File: config.mk
export PLATFORM = sky130hd
export DESIGN_NAME = ocmp_chan
export DESIGN_NICKNAME = d
export VERILOG_FILES = /design/src/rtl/ocmp_chan.sv
export SDC_FILE = /design/constraint.sdc
export NUM_CORES = 1
export LEC_CHECK = 0
export ABC_AREA = 0
export BUFFER_PORTS_ARGS = -buffer_cell sky130_fd_sc_hd__clkbuf_2
export CORE_UTILIZATION = 44
export CTS_BUF_LIST = sky130_fd_sc_hd__clkbuf_8
export CTS_CLUSTER_DIAMETER = 100
export CTS_CLUSTER_SIZE = 28
export DETAILED_ROUTE_END_ITERATION = 10
export PLACE_DENSITY = 0.75
export SETUP_SLACK_MARGIN = 0.3
export SYNTH_ARGS = -nofsm -noshare
export SYNTH_HDL_FRONTEND = slang
export SYNTH_SLANG_ARGS = --single-unit
File: constraint.sdc
create_clock -name clk -period 1.6 [get_ports clk]
set_input_delay 0.48 -clock clk [delete_from_list [all_inputs] [get_ports clk]]
set_output_delay 0.48 -clock clk [all_outputs]
set_load 0.05 [all_outputs]
File: src/rtl/ocmp_chan.sv
module ocmp_chan #(
  parameter int W = 8
) (
  input  logic         clk,
  input  logic         rst_n,
  input  logic         tick,
  input  logic [W-1:0] cnt_val,
  input  logic         cnt_down,
  input  logic         turn_pt,
  input  logic         cnt_wr,
  input  logic         pwm_en,
  input  logic         cmp_wr,
  input  logic [W-1:0] cmp_wdata,
  input  logic [1:0]   act_mode,
  input  logic         force_stb,
  input  logic         flag_clr,
  output logic         match_flag,
  output logic         wave_out,
  output logic         pin_ovr,
  output logic [W-1:0] cmp_active
);

  logic [W-1:0] hold_q, act_q;
  logic         blk_q, wave_q, flag_q;
  logic         hit, frc, wave_nx;

  assign hit = tick && !blk_q && (cnt_val == act_q);
  assign frc = force_stb && !pwm_en && !hit;

  always_comb begin
    wave_nx = wave_q;
    if (hit) begin
      unique case (act_mode)
        2'b01: wave_nx = ~wave_q;
        2'b10: wave_nx = pwm_en ? cnt_down : 1'b0;
        2'b11: wave_nx = pwm_en ? ~cnt_down : 1'b1;
        default: wave_nx = wave_q;
      endcase
    end else if (frc) begin
      unique case (act_mode)
        2'b01: wave_nx = ~wave_q;
        2'b10: wave_nx = 1'b0;
        2'b11: wave_nx = 1'b1;
        default: wave_nx = wave_q;
      endcase
    end
  end

  always_ff @(posedge clk) begin
    if (!rst_n) begin
      hold_q <= '0;
      act_q  <= '0;
      blk_q  <= 1'b0;
      wave_q <= 1'b0;
      flag_q <= 1'b0;
    end else begin
      if (cmp_wr) hold_q <= cmp_wdata;
      if (cmp_wr && !pwm_en) act_q <= cmp_wdata;
      else if (pwm_en && tick && turn_pt) act_q <= hold_q;
      blk_q  <= tick ? cnt_wr : (blk_q | cnt_wr);
      wave_q <= wave_nx;
      if (hit) flag_q <= 1'b1;
      else if (flag_clr) flag_q <= 1'b0;
    end
  end

  assign match_flag = flag_q;
  assign wave_out   = wave_q;
  assign pin_ovr    = |act_mode;
  assign cmp_active = act_q;


  flag_src_chk: assert property (@(posedge clk) disable iff (!rst_n)
    $rose(match_flag) |-> $past(tick));

  flag_clr_chk: assert property (@(posedge clk) disable iff (!rst_n)
    (flag_clr && !tick) |=> !match_flag);

  blk_tick_chk: assert property (@(posedge clk) disable iff (!rst_n)
    (tick && blk_q && !force_stb) |=> $stable(wave_out));

  blk_flag_chk: assert property (@(posedge clk) disable iff (!rst_n)
    (tick && blk_q && !match_flag && !flag_clr) |=> !match_flag);

  pwm_hold_chk: assert property (@(posedge clk) disable iff (!rst_n)
    (pwm_en && !(tick && turn_pt)) |=> $stable(cmp_active));

  pwm_force_chk: assert property (@(posedge clk) disable iff (!rst_n)
    (pwm_en && !tick) |=> $stable(wave_out));

  wave_src_chk: assert property (@(posedge clk) disable iff (!rst_n)
    (!tick && !force_stb) |=> $stable(wave_out));

endmodule

==> flow_metrics.py <==
metrics = {
    "outcome": {
        "outcome": "completed",
    },
    "synth": {
        "seq_area_frac_synth": 0.388,
        "syn_inst": 95,
        "yosys.area_share.simple": 0.171,
        "synth_area_leaders": "dfxtp_1, mux2i_1, o211a_1",
        "ys_seq_elements": 19,
        "synth.area.mux_share": 0.174,
        "syn_area_um2": 980,
        "ys.warnings.count": 0,
        "synth_top_family_by_area": "multiplexers",
        "synth_top_area_cell": "dfxtp_1",
        "synth_cell_type_count": 23,
        "synth_area_per_cell_um2": 10.3,
        "synthAdderAreaFrac": 0,
        "synth_xor_area_frac": 0.0715,
        "synth-compound-area-share": 0.142,
        "syn_nets": 123,
        "synth_top_area_share": 0.388,
    },
    "global_route": {
        "grt_util_all_layers": 0.173,
        "antenna_found_initial": 0,
        "grt_max_degree": 21,
        "grt_pass1_vias": 769,
        "gr-total-overflow": 0,
        "grt_pass1_wl_mm": 3.17,
    },
    "sta": {
        "timing.final.ws_setup_ns": 0.122,
        "period_needed_ns": 1.48,
        "tightestPinTransition_ns": 0.358,
        "fin_crit_sh": 0.924,
        "slew_headroom": 0.762,
        "grt_setup_unrepaired": "yes",
        "hold_slack_ns": 0.435,
        "hold_viol": 0,
        "setup_viol": 0,
        "clock_skew_ns": 0.00377,
        "max_freq_ghz": 0.676,
        "drv_slew": 0,
        "setup_tns_ns": 0,
    },
    "pwr": {
        "switching_power_uw": 333,
        "power.static_leakage_nw": 0.696,
        "clkPwrFrac": 0.273,
        "irDropWorstVdd_mv": 0.612,
        "internal_power_uw": 837,
        "power.density_nw_per_um2": 842,
        "pwr-share-seq": 0.458,
        "p_sw_frac": 0.285,
        "combPwrFrac": 0.269,
    },
    "routing": {
        "drt-initial-drc-count": 3,
        "vias": 815,
        "drt_wl_total_mm": 2.10,
        "drcViolationCount": 0,
        "drtPass1Iterations": 5,
        "drtAntennaViolNets": 0,
        "post_drt_wl_per_cell_um": 12.9,
        "vias_per_cell": 5.00,
    },
    "setup_path": {
        "r2r_end": "wave_out",
        "endpoint_kind": "output port",
        "crit_type": "in2out",
        "reg2reg_setup_slack_ns": 0.38,
        "crit_start": "act_mode[1]",
        "timing.rr.start": "cmp_active[2]",
        "cp.arrival_ns": 1.00,
        "critPathLaunchType": "input pin",
        "required_ns": 1.12,
        "r2r_cells": 4,
        "endpoint": "pin_ovr",
        "crit_fanout": 2,
    },
    "clock_network": {
        "root_buffer": "clkbuf_8",
        "insertion_delay_ns": 0.25,
        "cts_max_level": 1,
        "cts_tree": "done",
        "cts.sinks": 19,
        "cts_buffers": 3,
        "clockBufferDepth": 2,
        "clkTransAtPathRegs_ns": 0.07,
    },
    "die": {
        "coreArea_um2": 2020,
        "chipHeight_um": 49.2,
        "boundaryPins": 39,
        "row_count": 16,
        "die-area_um2": 2420,
        "start_util": 0.485,
        "dieWidth_um": 49.2,
    },
    "worst_hold_path": {
        "hp-class": "in2reg",
    },
    "finish": {
        "area_growth_pct": 41.9,
        "antenna_cells": 0,
        "design_area_um2": 1390,
        "nNetsFinal": 165,
        "drive_gt1_frac": 0.434,
    },
    "placed_design": {
        "numPortBuffers": 38,
        "pre_cts_ws_ns": 0.0414,
        "place_area_um2": 1170,
        "dp_hpwl_mm": 1.48,
        "gp_congestion": 0.746,
    },
    "flow_run": {
        "drv_cap": 0,
    },
}
==> kinds of logic after synthesis <==
kind of cell / Yosys count
buffers and inverters: 7
XOR/XNOR: 8
flip-flops: 19
AO/OA/AOI/OAI: 15
AND/OR/NAND/NOR: 29
multiplexers: 17
==> state kept, by name, summed over array words and instances (netlist names) <==
register	count
wave_out	1
cmp_active	8
hold_q	8
blk_q	1
match_flag	1
==> layer usage <==
| layer | vias to the layer above | wire [um] | GRT usage |
|---|---|---|---|
| met5 | - | 0 | 0 |
| met4 | 0 | 13 | 0.0735 |
| met3 | 2 | 117 | 0.0280 |
| met2 | 32 | 1150 | 0.329 |
| met1 | 365 | 825 | 0.183 |
| li1 | 416 | - | - |
==> repair_timing <==
action                     in CTS  in global routing
setup endpoints to repair      12                 13
setup buffers                   1                  2
gates resized for setup        32                  8
gates cloned                    0                  0
hold buffers                    0                  0
pin swaps                       1                  1
==> worst min path at each step <==
stage,cells past startpoint,to,startpoint
2_1_floorplan,2,hold_q[0],hold_q[0]
3_3_place_gp,2,hold_q[4],hold_q[4]
3_5_place_dp,2,hold_q[0],hold_q[0]
4_1_cts,2,blk_q,cnt_wr
5_1_grt,2,blk_q,cnt_wr
6_report,2,blk_q,cnt_wr
==> metrics by stage <==
stage / util / power, mW / cells
floorplan: - / 0.730 / 95
global placement: 0.578 / 0.794 / 156
detailed placement: 0.578 / 0.801 / 156
CTS: 0.666 / 1.16 / 161
global route: 0.688 / 1.23 / 163
finish: 0.688 / 1.17 / 163
==> cells in the final DEF, fill, tap and decap left out, drive strengths merged <==
| cell type | n |
|---|---|
| nand4 | 1 |
| xnor2 | 8 |
| nor3 | 2 |
| o21ai | 2 |
| mux2i | 17 |
| a31oi | 1 |
| clkbuf | 36 |
| and3 | 2 |
| a31o | 1 |
| nand3 | 1 |
| inv | 2 |
| o211a | 8 |
| clkinv | 1 |
| dfxtp | 19 |
| or2 | 1 |
| o21a | 2 |
| nand2 | 8 |
| nand3b | 2 |
| buf | 9 |
| nor2b | 12 |
| a41o | 1 |
==> power by group through the flow <==
| stage | clock (mW) | combinational (mW) | sequential (mW) |
|---|---|---|---|
| finish | 0.320 | 0.315 | 0.535 |
| global route | 0.354 | 0.333 | 0.539 |
| CTS | 0.330 | 0.301 | 0.533 |
| detailed placement | 0 | 0.263 | 0.538 |
| global placement | 0 | 0.257 | 0.536 |
| floorplan | 0 | 0.134 | 0.597 |
==> worst max-delay path: stages <==
cell and delay [ns]:
buf_8 0.09, or2_4 0.25, clkbuf_16 0.17
==> cell usage after synthesis <==
library cell,count
nand3b_1,2
nand4_1,1
o21ai_0,1
o21ai_1,1
dfxtp_1,19
a31oi_1,1
inv_1,2
or2_1,1
nor3_1,2
nor2b_4,1
o211a_1,8
nand3_1,1
clkbuf_1,1
mux2i_1,17
and3_1,2
o21a_1,2
buf_6,3
clkbuf_4,1
a31o_4,1
nand2_1,8
xnor2_1,8
nor2b_1,11
a41o_1,1
==> area by class of cell <==
class / instances / area, um2
Timing Repair Buffer: 42 / 357
Sequential cell: 19 / 392
Inverter: 2 / 7.51
Multi-Input combinational cell: 69 / 554
Tap cell: 27 / 33.8
Fill cell: 177 / 632
Clock buffer: 3 / 41.3
Clock inverter: 1 / 5.00
Note: power is estimated with default switching activity, not from simulation.
